`src/rtl/rtc_pkg.sv`:
```
package rtc_pkg;

    typedef struct packed {
        logic [7:0] year;
        logic [7:0] month;
        logic [7:0] date;
        logic [7:0] day;
        logic [7:0] hour;
        logic [7:0] min;
        logic [7:0] sec;
    } rtc_time_t;

    localparam rtc_time_t RTC_TIME_RST = '{year: 8'h00, month: 8'h01, date: 8'h01,
                                           day: 8'h01, hour: 8'h00, min: 8'h00,
                                           sec: 8'h00};

    localparam int unsigned OFF_CTRL  = 0;
    localparam int unsigned OFF_SEC   = 1;
    localparam int unsigned OFF_MIN   = 2;
    localparam int unsigned OFF_HOUR  = 3;
    localparam int unsigned OFF_DAY   = 4;
    localparam int unsigned OFF_DATE  = 5;
    localparam int unsigned OFF_MONTH = 6;
    localparam int unsigned OFF_YEAR  = 7;

    localparam int unsigned CTRL_LOAD_BIT = 7;
    localparam int unsigned CTRL_SNAP_BIT = 6;

    function automatic logic [7:0] bcd_inc(input logic [7:0] b);
        if (b[3:0] >= 4'd9) return {b[7:4] + 4'd1, 4'd0};
        return b + 8'd1;
    endfunction

    function automatic logic [7:0] month_last_day(input logic [7:0] month,
                                                  input logic [7:0] year);
        logic [7:0] yr_bin;
        logic       leap;
        yr_bin = ({4'd0, year[7:4]} * 8'd10) + {4'd0, year[3:0]};
        leap   = (yr_bin[1:0] == 2'b00);
        case (month)
            8'h02:                      return leap ? 8'h29 : 8'h28;
            8'h04, 8'h06, 8'h09, 8'h11: return 8'h30;
            default:                    return 8'h31;
        endcase
    endfunction

endpackage

```
`src/rtl/rtc_prescaler.sv`:
```
module rtc_prescaler #(
    parameter int unsigned TICKS_PER_SEC = 32768
) (
    input  logic clk,
    input  logic rst_n,
    input  logic tick_en,
    input  logic hold,
    input  logic restart,
    output logic sec_pulse
);
    localparam int unsigned CNT_W = (TICKS_PER_SEC > 1) ? $clog2(TICKS_PER_SEC) : 1;
    localparam logic [CNT_W-1:0] CNT_LAST = CNT_W'(TICKS_PER_SEC - 1);

    logic [CNT_W-1:0] cnt_d, cnt_q;
    logic             wrap;

    always_comb begin
        cnt_d = cnt_q;
        wrap  = 1'b0;
        if (restart) begin
            cnt_d = '0;
        end else if (!hold && tick_en) begin
            if (cnt_q == CNT_LAST) begin
                cnt_d = '0;
                wrap  = 1'b1;
            end else begin
                cnt_d = cnt_q + 1'b1;
            end
        end
    end

    assign sec_pulse = wrap;

    always_ff @(posedge clk or negedge rst_n) begin
        if (!rst_n) cnt_q <= '0;
        else        cnt_q <= cnt_d;
    end

    AST_PULSE_ON_TICK: assert property (@(posedge clk) disable iff (!rst_n)
        sec_pulse |-> (tick_en && !hold));
    AST_COUNT_RESTARTS: assert property (@(posedge clk) disable iff (!rst_n)
        sec_pulse |=> (cnt_q == '0));
    AST_HOLD_FREEZES: assert property (@(posedge clk) disable iff (!rst_n)
        (hold && !restart) |=> $stable(cnt_q));

endmodule

```
`src/rtl/rtc_calendar.sv`:
```
module rtc_calendar
    import rtc_pkg::*;
(
    input  logic      clk,
    input  logic      rst_n,
    input  logic      advance,
    input  logic      load,
    input  rtc_time_t load_val,
    output rtc_time_t time_q,
    output rtc_time_t time_adv
);
    rtc_time_t time_d;
    logic      sec_wrap, min_wrap, hour_wrap, date_wrap, month_wrap;
    logic [7:0] last_day;

    always_comb begin
        time_adv   = time_q;
        last_day   = month_last_day(time_q.month, time_q.year);
        sec_wrap   = (time_q.sec >= 8'h59);
        min_wrap   = sec_wrap && (time_q.min >= 8'h59);
        hour_wrap  = min_wrap && (time_q.hour >= 8'h23);
        date_wrap  = hour_wrap && (time_q.date >= last_day);
        month_wrap = date_wrap && (time_q.month >= 8'h12);

        time_adv.sec = sec_wrap ? 8'h00 : bcd_inc(time_q.sec);
        if (sec_wrap)
            time_adv.min = (time_q.min >= 8'h59) ? 8'h00 : bcd_inc(time_q.min);
        if (min_wrap)
            time_adv.hour = (time_q.hour >= 8'h23) ? 8'h00 : bcd_inc(time_q.hour);
        if (hour_wrap) begin
            time_adv.day  = (time_q.day >= 8'h07) ? 8'h01 : bcd_inc(time_q.day);
            time_adv.date = (time_q.date >= last_day) ? 8'h01 : bcd_inc(time_q.date);
        end
        if (date_wrap)
            time_adv.month = (time_q.month >= 8'h12) ? 8'h01 : bcd_inc(time_q.month);
        if (month_wrap)
            time_adv.year = (time_q.year >= 8'h99) ? 8'h00 : bcd_inc(time_q.year);

        if (load)         time_d = load_val;
        else if (advance) time_d = time_adv;
        else              time_d = time_q;
    end

    always_ff @(posedge clk or negedge rst_n) begin
        if (!rst_n) time_q <= RTC_TIME_RST;
        else        time_q <= time_d;
    end

    AST_SEC_WRAPS: assert property (@(posedge clk) disable iff (!rst_n)
        (advance && !load && time_q.sec == 8'h59) |=> (time_q.sec == 8'h00));
    AST_DOW_WRAPS: assert property (@(posedge clk) disable iff (!rst_n)
        (advance && !load && time_q.sec == 8'h59 && time_q.min == 8'h59 &&
         time_q.hour == 8'h23 && time_q.day == 8'h07) |=> (time_q.day == 8'h01));
    AST_YEAR_WRAPS: assert property (@(posedge clk) disable iff (!rst_n)
        (advance && !load && time_q.sec == 8'h59 && time_q.min == 8'h59 &&
         time_q.hour == 8'h23 && time_q.date == 8'h31 && time_q.month == 8'h12 &&
         time_q.year == 8'h99) |=> (time_q.year == 8'h00 && time_q.month == 8'h01));
    AST_IDLE_STABLE: assert property (@(posedge clk) disable iff (!rst_n)
        (!advance && !load) |=> $stable(time_q));

endmodule

```
`src/rtl/rtc_shadow.sv`:
```
module rtc_shadow
    import rtc_pkg::*;
(
    input  logic       clk,
    input  logic       rst_n,
    input  logic       wr_en,
    input  logic [2:0] wr_off,
    input  logic [7:0] wr_data,
    input  logic [2:0] rd_off,
    output logic [7:0] rd_data,
    input  logic       refresh,
    input  rtc_time_t  refresh_val,
    output logic [7:0] ctrl_q,
    output rtc_time_t  shadow_time
);
    typedef struct packed {
        logic [7:0] ctrl;
        rtc_time_t  tm;
    } shadow_state_t;

    shadow_state_t state_d, state_q;

    always_comb begin
        state_d = state_q;
        if (wr_en) begin
            case (wr_off)
                3'(OFF_CTRL):  state_d.ctrl     = wr_data;
                3'(OFF_SEC):   state_d.tm.sec   = wr_data;
                3'(OFF_MIN):   state_d.tm.min   = wr_data;
                3'(OFF_HOUR):  state_d.tm.hour  = wr_data;
                3'(OFF_DAY):   state_d.tm.day   = wr_data;
                3'(OFF_DATE):  state_d.tm.date  = wr_data;
                3'(OFF_MONTH): state_d.tm.month = wr_data;
                default:       state_d.tm.year  = wr_data;
            endcase
        end
        if (refresh) state_d.tm = refresh_val;
    end

    always_comb begin
        case (rd_off)
            3'(OFF_CTRL):  rd_data = state_q.ctrl;
            3'(OFF_SEC):   rd_data = state_q.tm.sec;
            3'(OFF_MIN):   rd_data = state_q.tm.min;
            3'(OFF_HOUR):  rd_data = state_q.tm.hour;
            3'(OFF_DAY):   rd_data = state_q.tm.day;
            3'(OFF_DATE):  rd_data = state_q.tm.date;
            3'(OFF_MONTH): rd_data = state_q.tm.month;
            default:       rd_data = state_q.tm.year;
        endcase
    end

    assign ctrl_q      = state_q.ctrl;
    assign shadow_time = state_q.tm;

    always_ff @(posedge clk or negedge rst_n) begin
        if (!rst_n) begin
            state_q.ctrl <= 8'h00;
            state_q.tm   <= RTC_TIME_RST;
        end else begin
            state_q <= state_d;
        end
    end

    AST_SNAPSHOT_HELD: assert property (@(posedge clk) disable iff (!rst_n)
        (state_q.ctrl[CTRL_SNAP_BIT] && !wr_en) |=> $stable(state_q.tm));
    AST_CTRL_READBACK: assert property (@(posedge clk) disable iff (!rst_n)
        (wr_en && wr_off == 3'(OFF_CTRL)) |=> (state_q.ctrl == $past(wr_data)));

endmodule

```
`src/rtl/rtc_calendar_top.sv`:
```
module rtc_calendar_top
    import rtc_pkg::*;
#(
    parameter int unsigned ADDR_W        = 13,
    parameter int unsigned TICKS_PER_SEC = 32768
) (
    input  logic              clk,
    input  logic              rst_n,
    input  logic              tick_en,
    input  logic              host_cs,
    input  logic              host_we,
    input  logic [ADDR_W-1:0] host_addr,
    input  logic [7:0]        host_wdata,
    output logic [7:0]        host_rdata
);
    localparam int unsigned OFF_W = 3;

    logic       in_window, wr_en, load, hold, sec_pulse, refresh;
    logic [2:0] off;
    logic [7:0] ctrl_q, shd_rdata;
    rtc_time_t  cal_time, cal_adv, shd_time;

    assign in_window = host_cs && (&host_addr[ADDR_W-1:OFF_W]);
    assign off       = host_addr[OFF_W-1:0];
    assign wr_en     = in_window && host_we;
    assign hold      = ctrl_q[CTRL_LOAD_BIT];
    assign load      = wr_en && (off == 3'(OFF_CTRL)) && hold && !host_wdata[CTRL_LOAD_BIT];
    assign refresh   = sec_pulse && !ctrl_q[CTRL_SNAP_BIT] && !hold;
    assign host_rdata = in_window ? shd_rdata : 8'h00;

    rtc_prescaler #(.TICKS_PER_SEC(TICKS_PER_SEC)) u_presc (
        .clk       (clk),
        .rst_n     (rst_n),
        .tick_en   (tick_en),
        .hold      (hold),
        .restart   (load),
        .sec_pulse (sec_pulse)
    );

    rtc_calendar u_cal (
        .clk      (clk),
        .rst_n    (rst_n),
        .advance  (sec_pulse),
        .load     (load),
        .load_val (shd_time),
        .time_q   (cal_time),
        .time_adv (cal_adv)
    );

    rtc_shadow u_shadow (
        .clk         (clk),
        .rst_n       (rst_n),
        .wr_en       (wr_en),
        .wr_off      (off),
        .wr_data     (host_wdata),
        .rd_off      (off),
        .rd_data     (shd_rdata),
        .refresh     (refresh),
        .refresh_val (cal_adv),
        .ctrl_q      (ctrl_q),
        .shadow_time (shd_time)
    );

    AST_LOAD_TAKES_SHADOW: assert property (@(posedge clk) disable iff (!rst_n)
        load |=> (cal_time == $past(shd_time)));
    AST_REFRESH_MATCHES: assert property (@(posedge clk) disable iff (!rst_n)
        refresh |=> (shd_time == cal_time));
    AST_OUTSIDE_ZERO: assert property (@(posedge clk) disable iff (!rst_n)
        !in_window |-> (host_rdata == 8'h00));

endmodule

```
`config.mk`:
```
export PLATFORM = sky130hd
export DESIGN_NAME = rtc_calendar_top
export DESIGN_NICKNAME = d
export VERILOG_FILES = /design/src/rtl/rtc_pkg.sv /design/src/rtl/rtc_prescaler.sv /design/src/rtl/rtc_calendar.sv /design/src/rtl/rtc_shadow.sv /design/src/rtl/rtc_calendar_top.sv
export SDC_FILE = /design/constraint.sdc
export NUM_CORES = 1
export LEC_CHECK = 0
export CAP_MARGIN = 30
export CORE_AREA = 2 2 132 198
export CTS_CLUSTER_SIZE = 25
export DETAILED_ROUTE_END_ITERATION = 6
export DIE_AREA = 0 0 134 200
export PLACE_DENSITY = 0.52
export SETUP_SLACK_MARGIN = 0.2
export SLEW_MARGIN = 0
export SYNTH_ARGS = -nofsm -noshare
export SYNTH_HDL_FRONTEND = slang
export SYNTH_SLANG_ARGS = --single-unit
export TNS_END_PERCENT = 100
```
`constraint.sdc`:
```
create_clock -name clk -period 3.1 [get_ports clk]
set_clock_uncertainty 0.2 [all_clocks]
set_input_delay 0.62 -clock clk [delete_from_list [all_inputs] [get_ports clk]]
set_output_delay 0.62 -clock clk [all_outputs]
set_load 0.01 [all_outputs]
```
==> flow_metrics.py, run 1 <==
metrics = {
    "status": {
        "status": "finished with violations",
        "violations": "setup timing",
    },
    "timing": {
        "fmax_ghz": 0.287,
        "setup_viol": 48,
        "min_period_over_period": 1.12,
        "hold_viol_final": 0,
        "relSlewSlack": 0.287,
        "rsz0062_at_grt": "yes",
        "min_period_ns": 3.49,
        "timing.hold.ws_ns": 0.313,
        "setup_slack_ns": -0.387,
        "final_max_slew_viol_count": 0,
        "worst_pin_slew_ns": 1.06,
    },
    "synthesis": {
        "synth_edf_count": 0,
        "synth_area_sq_um": 8680,
        "ys_ff_latch": 135,
        "async_reset_ff_frac": 1.00,
        "synthAdderAreaFrac": 0.0605,
        "synth-simple-area-share": 0.160,
        "yosysWarnings": 0,
        "yosysSeqAreaShare": 0.390,
        "synth_top_area_cell": "dfrtp_1",
        "post-synth-top-count-cell": "dfrtp_1",
        "ys_types": 80,
        "synth_xor_area_frac": 0.0192,
        "synth.area.top_cells": "dfrtp_1 37%, ha_1 6.1%, mux2_2 5.1%",
        "postSynthCellCount": 901,
        "syn_nets": 969,
        "synth_compound_area_frac": 0.208,
        "synth_top_area_share": 0.372,
        "synthTopCellsByCount": "129 x dfrtp_1, 79 x nand2_1, 73 x o21ai_0",
        "synth.area.mux_share": 0.117,
        "synth_top_family_by_area": "compound AO/OA/AOI/OAI gates",
        "synth-main-ff-cell": "dfrtp_1",
        "synth.avg_cell_area_sq_um": 9.63,
    },
    "final_layout": {
        "final_nets": 1093,
        "area_growth_pct": 29.8,
        "drive_gt1_frac": 0.297,
        "final_cells": 1365,
        "antenna-diode-count": 0,
    },
    "route": {
        "avgViaCountPerCell": 5.68,
        "routed_wl_mm": 29.6,
        "wl_per_cell_um": 21.7,
        "drtPass1Iterations": 5,
        "drc": 0,
        "drt_iter0_drc": 489,
        "ant_nets": 0,
        "via_count": 7748,
    },
    "worst_hold_path": {
        "hp-class": "reg -> reg",
        "min_path_cells": 1,
        "min_to": "u_shadow.ctrl_q[4]",
        "worstHoldStart": "u_shadow.ctrl_q[4]",
    },
    "flow_run": {
        "drv_cap": 0,
    },
    "critical_path": {
        "crit_type": "reg -> reg",
        "cp_slowest_cell": "dfstp_2",
        "worstPathRequired_ns": 3.22,
        "critPathCaptureType": "flip-flop",
        "worstReg2RegEnd": "u_cal.time_q[41]",
        "crit_buf_inv": 2,
        "worst_setup_path_start_kind": "flip-flop",
        "r2r_start": "u_cal.time_q[40]",
        "critPathTopFamily": "compound AO/OA/AOI/OAI gates",
        "reg2reg_depth": 15,
        "ff2ff_setup_slack_ns": -0.39,
        "slowest_delay_ns": 0.55,
        "cp_data_arrival_time_ns": 3.61,
        "path_max_fanout": 7,
        "crit_chain": "inv_4 > ha_4 > o211ai_1 > a21oi_1 > a31oi_1 > nor3_2 > buf_4 > a21oi_2 > ha_1 > or4b_4 > a21oi_4 > o21a_4 > nor4_1 > a22o_1 > a21o_1",
    },
    "placed_design": {
        "io_buffers": 33,
        "dp.final_hpwl_mm": 21.4,
        "routabilityCongestion": 0.872,
        "dp.cells": 1305,
    },
    "floorplanning": {
        "fp.dieArea_sq_um": 26800,
        "pin_count": 34,
        "coreArea_sq_um": 25000,
        "start_util": 0.348,
        "die_x_um": 134,
        "rows": 71,
        "die_y_um": 200,
    },
    "clock_network": {
        "h-tree-depth": 4,
        "cts_buffers": 17,
        "clock_path_buffers": 2,
        "cts_tree": "yes",
        "cts_root_buf": "clkbuf_16",
        "clock_sinks": 135,
        "worstSkewPairLatency_ns": 0.43,
        "clk_pin_slew_ns": 0.06,
    },
    "global_routing": {
        "grt_pass1_wl_mm": 46.1,
        "grt.met2_usage": 0.412,
        "grtUsageTotal": 0.227,
        "use_met1": 0.271,
        "grt-ovfl-total": 0,
        "antenna_found_initial": 0,
        "grt_max_degree": 52,
        "met3_usage": 0.0313,
        "busiest_layer": "met2",
        "grt_pass1_vias": 7871,
    },
    "power_and_ir_drop": {
        "powerDensity_nw_per_um2": 381,
        "power_leakage_nw": 5.11,
        "ir_drop_mv": 0.382,
    },
}
==> registers in the layout, summed over array words and instances (netlist names) <==
| register | cells |
|---|---|
| u_presc.cnt_q | 15 |
| u_shadow.ctrl_q | 8 |
| u_cal.time_q | 56 |
| u_shadow.shadow_time | 56 |
==> worst max path at each step <==
| stage | cells after the start | start | end | slack (ns) |
|---|---|---|---|---|
| detailed placement | 16 | u_cal.time_q[41] | u_shadow.shadow_time[37] | -0.60 |
| finish | 15 | u_cal.time_q[40] | u_cal.time_q[41] | -0.39 |
| global placement | 8 | host_addr[2] | host_rdata[4] | -0.59 |
| floorplan | 15 | u_cal.time_q[40] | u_shadow.shadow_time[35] | -0.16 |
| global route | 15 | u_cal.time_q[40] | u_shadow.shadow_time[35] | -0.55 |
| CTS | 16 | u_cal.time_q[40] | u_shadow.shadow_time[34] | -0.39 |
==> stage by stage <==
step                setup WS, ns  total power [mW]  TNS [ns]   util  instance area, sq um
floorplan                 -0.156              2.11    -0.943      -                  8770
global placement          -0.592              2.31    -24.28  0.404                 10100
detailed placement        -0.603              2.31    -26.53  0.404                 10100
CTS                       -0.392              4.32    -16.84  0.443                 11100
global route              -0.545              4.46    -22.91  0.451                 11300
finish                    -0.387              4.30    -14.89  0.451                 11300
==> layout make-up <==
type,instances,area (sq um)
inverters,32,123
flip-flops and latches,135,3390
clock inverters,7,70.1
well taps,328,410
repair buffers,160,1480
multi-input cells,679,5300
fillers,2369,13700
clock buffers,24,492
==> worst register-to-register path, stage by stage (launching register included) <==
cell and delay [ns]:
dfstp_2 0.55, inv_4 0.05, ha_4 0.15, o211ai_1 0.16, a21oi_1 0.09, a31oi_1 0.18, nor3_2 0.07, buf_4 0.14
a21oi_2 0.13, ha_1 0.24, or4b_4 0.49, a21oi_4 0.19, o21a_4 0.25, nor4_1 0.11, a22o_1 0.23, a21o_1 0.15
==> what timing repair did <==
item,in CTS,in global routing
buffers inserted,20,7
endpoints found under the setup margin,56,56
pin swaps,23,25
hold buffers,1,0
endpoints found under the hold margin,46,0
gates cloned,1,0
gates resized for setup,127,39
==> cell usage in the layout, fill, tap and decap left out, types with 17 or more instances in the layout <==
cell type	count
dfrtp_1	128
buf_4	99
nand2_1	78
o21ai_0	44
mux2i_1	42
ha_1	40
mux2_2	38
a21oi_1	37
nor2_1	37
inv_1	31
o21ai_1	29
a22oi_1	29
buf_6	27
nand3_1	25
clkbuf_16	17
==> logic make-up (layout without fill, tap and decap cells) <==
group                      after synthesis  after routing
and+or+nand+nor                        260            260
xor gates and xnor gates                19             19
AOI/OAI and AO/OA                      270            270
adders and majority gates               42             42
DFF                                    135            135
buffers and inverters                   87            223
muxes                                   88             88
==> where the power goes <==
group / internal (mW) / switching [mW]
logic: 0.195 / 0.248
clock network: 1.18 / 0.787
registers: 1.82 / 0.0683
total: 3.19 / 1.10
==> layer usage <==
metal	vias up	wire length, um
met5	-	0
met4	0	1080
met3	63	921
met2	185	15500
met1	3892	12100
li1	3608	-
No activity file was read; power rests on OpenSTA's default activity.
==> inputs of run 2 (changes only) <==
CORE_AREA = 5 5 135 201   (was 2 2 132 198)
DIE_AREA = 0 0 140 206   (was 0 0 134 200)
==> run 2 against run 1 <==
The run still ends with setup timing left. Critical path type unchanged. Worst hold slack lost 0.31 ns. Sequential share of layout area grew 0.29 points. Routed wire length grew 0.34%. Highest routed layer unchanged. Flip-flop and latch count is the same. Via count shrank 0.86%.
==> flow_metrics.py, run 2 (same netlist as run 1, synthesis figures left out) <==
metrics = {
    "floorplanning": {
        "rows": 71,
        "die_y_um": 206,
        "fp.dieArea_sq_um": 28800,
        "die_x_um": 140,
        "pin_count": 34,
        "start_util": 0.346,
        "coreArea_sq_um": 25100,
    },
    "critical_path": {
        "critPathCaptureType": "flip-flop",
        "crit_type": "reg -> reg",
        "r2r_start": "u_cal.time_q[40]",
        "worst_setup_path_start_kind": "flip-flop",
        "reg2reg_depth": 14,
        "path_max_fanout": 7,
        "cp_data_arrival_time_ns": 3.56,
        "worstPathRequired_ns": 3.27,
        "crit_start": "u_cal.time_q[40]",
    },
    "timing": {
        "worst_pin_slew_ns": 0.786,
        "min_period_ns": 3.39,
        "rsz0062_at_grt": "yes",
        "min_period_over_period": 1.09,
        "setup_viol": 48,
        "setup_slack_ns": -0.289,
        "hold_viol_final": 0,
        "fmax_ghz": 0.295,
        "relSlewSlack": 0.471,
        "final_max_slew_viol_count": 0,
    },
    "clock_network": {
        "clock_sinks": 135,
        "worstSkewPairLatency_ns": 0.44,
        "clk_pin_slew_ns": 0.06,
        "cts_root_buf": "clkbuf_16",
        "cts_tree": "yes",
        "clock_path_buffers": 2,
        "h-tree-depth": 4,
        "cts_buffers": 17,
    },
    "final_layout": {
        "fillers": 2437,
        "final_nets": 1067,
        "final_common_cell": "dfrtp_1",
        "antenna-diode-count": 0,
        "fin_util": 0.446,
        "area_growth_pct": 28.6,
        "final_cell_mix": "128 x dfrtp_1, 77 x nand2_1, 77 x buf_4",
        "drive_gt1_frac": 0.279,
    },
    "power_and_ir_drop": {
        "power_leakage_nw": 4.98,
        "powerDensity_nw_per_um2": 404,
        "power_mw": 4.51,
        "ir_drop_mv": 0.336,
    },
    "placed_design": {
        "io_buffers": 33,
        "dp.final_hpwl_mm": 21.3,
        "routabilityCongestion": 0.876,
    },
    "global_routing": {
        "grt-ovfl-total": 0,
        "grt_pass1_vias": 7836,
        "grt_max_degree": 69,
        "grt_pass1_wl_mm": 46.2,
        "antenna_found_initial": 0,
        "grtUsageTotal": 0.208,
    },
    "route": {
        "routed_wl_mm": 29.7,
        "drc": 0,
        "via_count": 7681,
        "ant_nets": 0,
        "drtPass1Iterations": 5,
        "avgViaCountPerCell": 5.73,
        "wl_per_cell_um": 22.2,
        "drt_iter0_drc": 551,
    },
    "status": {
        "violations": "setup timing",
        "status": "finished with violations",
    },
    "worst_hold_path": {
        "hp-class": "in -> async",
    },
    "flow_run": {
        "drv_cap": 0,
    },
}
-- run 2: cell count changes in the layout (fill, tap and decap cells not counted), sizes merged --
cell         change
dlygate4sd3      -1
dlygate4sd2      +9
bufinv           +3
clkbuf           -1
clkinvlp         -2
buf             -33
-- run 2: stage by stage --
step	area [sq um]	hold WS, ns	worst slack [ns]	instances	setup TNS, ns
2_1_floorplan	8770	0.124	-0.156	901	-0.943
3_3_place_gp	10000	0.283	-0.396	1291	-13.49
3_5_place_dp	10000	0.292	-0.401	1291	-13.93
4_1_cts	11000	0.0248	-0.241	1337	-9.07
5_1_grt	11200	0.0649	-0.421	1340	-17.61
6_report	11200	0.000544	-0.289	1340	-10.68
-- run 2: critical path: stages, from the launching register on --
cell      delay, ns
dfstp_2        0.54
inv_2          0.06
ha_2           0.17
o211ai_1       0.18
a21oi_2        0.07
a31oi_1        0.19
nor3_2         0.09
a21oi_2        0.16
ha_1           0.24
or4b_4         0.49
a21oi_4        0.19
o21a_4         0.26
a21oi_2        0.08
or3_1          0.35
o21ai_2        0.06
-- run 2: report_power, final --
group,internal [mW],switching (mW)
sequential,1.82,0.0685
clock,1.39,0.804
combinational,0.181,0.247
total,3.39,1.12
-- run 2: worst paths after layout --
path                                                  to  slack (ns)
worst max-delay path            u_shadow.shadow_time[35]       -0.29
worst min-delay path                    u_cal.time_q[25]      0.0005
worst max register to register  u_shadow.shadow_time[35]       -0.29
worst min register to register        u_shadow.ctrl_q[2]        0.31
max in group asynchronous       u_shadow.shadow_time[11]        1.95
min in group clk                      u_shadow.ctrl_q[2]        0.31
-- run 2: metal layers --
metal	wire [um]	GRT usage	vias to the layer above	part of all wire
met5	0	0	-	0
met4	991	0.0834	0	0.033
met3	1160	0.0257	57	0.039
met2	15600	0.380	217	0.52
met1	12000	0.248	3843	0.40
li1	-	-	3564	-
-- run 2: area by class of cell --
cell class | count | area [sq um] | area share
inverter | 32 | 120 | 0.0108
clock buffer | 24 | 472 | 0.0423
sequential | 135 | 3390 | 0.303
timing repair buffer | 134 | 1280 | 0.115
tap | 328 | 410 | 0.0368
clock inverter | 8 | 145 | 0.0130
multi-input combinational | 679 | 5350 | 0.479
-- run 2: repair_timing --
action | CTS | global route
setup buffers | 12 | 3
pin swaps | 41 | 27
setup endpoints to repair | 56 | 56
hold buffers | 0 | 0
gates cloned | 2 | 0
gates resized for setup | 99 | 47
==> inputs of run 3 (changes only) <==
--- a/config.mk
+++ b/config.mk
@@ -8,6 +8,6 @@
 export CAP_MARGIN = 30
-export CORE_AREA = 5 5 135 201
+export CORE_AREA = 2 2 132 198
 export CTS_CLUSTER_SIZE = 25
 export DETAILED_ROUTE_END_ITERATION = 6
-export DIE_AREA = 0 0 140 206
+export DIE_AREA = 0 0 134 200
 export PLACE_DENSITY = 0.52
--- a/constraint.sdc
+++ b/constraint.sdc
@@ -4,2 +4,2 @@
 set_output_delay 0.62 -clock clk [all_outputs]
-set_load 0.01 [all_outputs]
+set_load 0.1 [all_outputs]
==> run 3 against run 2 <==
The flow still finishes with violations (setup timing). Critical path depth rose by 1. Combinational power rose by 3%. Design area rose by 3.4%. First-iteration DRC count fell by 8.3%. Final cell count rose by 1.3%. Global-route usage rose by 2.3 points. Largest power group unchanged.
==> flow_metrics.py, run 3 (same netlist as run 1, synthesis figures left out) <==
metrics = {
    "status": {
        "status": "finished with violations",
        "violations": "setup timing",
    },
    "clock_network": {
        "cts_buffers": 17,
        "cts_root_buf": "clkbuf_16",
        "clock_sinks": 135,
        "worstSkewPairLatency_ns": 0.44,
        "clk_pin_slew_ns": 0.06,
        "clock_path_buffers": 2,
        "cts_tree": "yes",
        "h-tree-depth": 4,
    },
    "global_routing": {
        "grt_max_degree": 54,
        "antenna_found_initial": 0,
        "grt_pass1_wl_mm": 46.5,
        "grtUsageTotal": 0.231,
        "grt_pass1_vias": 7889,
        "grt-ovfl-total": 0,
    },
    "timing": {
        "fmax_ghz": 0.295,
        "worst_pin_slew_ns": 0.888,
        "min_period_over_period": 1.09,
        "rsz0062_at_grt": "yes",
        "fin_setup_tns_ns": -10.83,
        "setup_slack_ns": -0.289,
        "hold_viol_final": 0,
        "relSlewSlack": 0.403,
        "final_max_slew_viol_count": 0,
        "setup_viol": 48,
        "min_period_ns": 3.39,
    },
    "route": {
        "drc": 0,
        "ant_nets": 0,
        "routed_wl_mm": 29.8,
        "drtPass1Iterations": 5,
        "wl_per_cell_um": 22.0,
        "avgViaCountPerCell": 5.67,
        "via_count": 7697,
        "drt_iter0_drc": 505,
    },
    "floorplanning": {
        "coreArea_sq_um": 25000,
        "die_x_um": 134,
        "die_y_um": 200,
        "pin_count": 34,
        "start_util": 0.348,
        "rows": 71,
        "fp.dieArea_sq_um": 26800,
    },
    "placed_design": {
        "pre_cts_slack_ns": -0.318,
        "routabilityCongestion": 0.877,
        "dp.final_hpwl_mm": 21.3,
        "io_buffers": 33,
    },
    "critical_path": {
        "cp_slowest_cell": "dfstp_2",
        "slowest_delay_ns": 0.57,
        "worstPathRequired_ns": 3.22,
        "crit_chain": "inv_4 > ha_4 > o211ai_1 > a21oi_1 > a31oi_1 > nor3_2 > a21oi_1 > ha_1 > or4b_4 > a21oi_4 > o21a_4 > buf_6 > nor3_4 > mux2i_1 > o21ai_1",
        "path_max_fanout": 8,
        "crit_type": "reg -> reg",
        "worst_setup_path_start_kind": "flip-flop",
        "critPathTopFamily": "compound AO/OA/AOI/OAI gates",
        "cp_common_cell": "a21oi_1",
        "cp_data_arrival_time_ns": 3.51,
        "critPathCaptureType": "flip-flop",
        "crit_buf_inv": 2,
    },
    "power_and_ir_drop": {
        "power_mw": 4.56,
        "powerDensity_nw_per_um2": 395,
        "power_leakage_nw": 5.10,
        "ir_drop_mv": 0.378,
    },
    "final_layout": {
        "final_nets": 1084,
        "final_cell_mix": "129 x dfrtp_1, 91 x buf_4, 77 x nand2_1",
        "area_growth_pct": 32.9,
        "fin_util": 0.462,
        "final_common_cell": "dfrtp_1",
        "drive_gt1_frac": 0.293,
        "antenna-diode-count": 0,
    },
    "worst_hold_path": {
        "hp-class": "reg -> reg",
    },
    "flow_run": {
        "drv_cap": 0,
    },
}
==> run 3: cell count changes in the layout (fill, tap and decap cells not counted), sizes merged <==
| cell | previous run | this run |
|---|---|---|
| buf | 108 | 125 |
| dlygate4sd2 | 11 | 5 |
| clkdlybuf4s15 | 2 | 4 |
| clkinv | 2 | 4 |
| clkbuf | 26 | 27 |
| clkinvlp | 2 | 1 |
| dlygate4sd3 | 0 | 1 |
| nand3 | 32 | 33 |
==> run 3: area by class of cell <==
type                    instances  area (sq um)
clock buffers                  23           488
clock inverters                 9           148
fillers                      2341         13400
inverters                      32           123
multi-input cells             680          5470
flip-flops and latches        135          3390
well taps                     328           410
repair buffers                150          1520
==> run 3: final timing paths <==
check / from / endpoint / slack, ns / depth (start not counted)
hold reg to reg: u_shadow.ctrl_q[1] / u_shadow.ctrl_q[1] / 0.31 / 1
setup reg to reg: u_cal.time_q[40] / u_shadow.shadow_time[48] / -0.29 / 15
max in group asynchronous: rst_n / u_shadow.shadow_time[40] / 1.48 / 3
min in group asynchronous: rst_n / u_cal.time_q[27] / 0.48 / 2
hold / removal: u_shadow.ctrl_q[1] / u_shadow.ctrl_q[1] / 0.31 / 1
setup / recovery: u_cal.time_q[40] / u_shadow.shadow_time[48] / -0.29 / 15
==> run 3: stage by stage <==
step / area (sq um) / cells / hold slack (ns)
global route: 11500 / 1357 / 0.314
floorplan: 8940 / 901 / 0.124
global placement: 10300 / 1302 / 0.282
finish: 11500 / 1357 / 0.309
detailed placement: 10300 / 1302 / 0.293
CTS: 11400 / 1353 / 0.306
==> run 3: worst reg2reg max path: cells and delay by family (launching register included) <==
family	cells	cell delay (ns)
compound gates	7	1.11
simple gates	3	0.62
fa+ha+maj	2	0.39
mux	1	0.16
flops	1	0.57
buf+inv	2	0.22
==> run 3: power breakdown <==
| part | switching [mW] | internal (mW) | leakage [nW] |
|---|---|---|---|
| logic | 0.255 | 0.185 | 3.02 |
| registers | 0.0702 | 1.82 | 1.77 |
| clock network | 0.803 | 1.43 | 0.313 |
| total | 1.13 | 3.43 | 5.10 |
==> run 3: routing by layer <==
metal  part of all wire  track usage
met1               0.41        0.267
met2               0.52        0.422
met3              0.027       0.0341
met4              0.042        0.105
met5                  0            0
==> run 3: repair_timing <==
| item | CTS | global route |
|---|---|---|
| hold buffers | 1 | 0 |
| gates resized for setup | 68 | 40 |
| pin swaps | 30 | 28 |
| cloned | 2 | 0 |
| endpoints found under the setup margin | 56 | 66 |
| setup buffers | 16 | 4 |
| endpoints found under the hold margin | 32 | 0 |
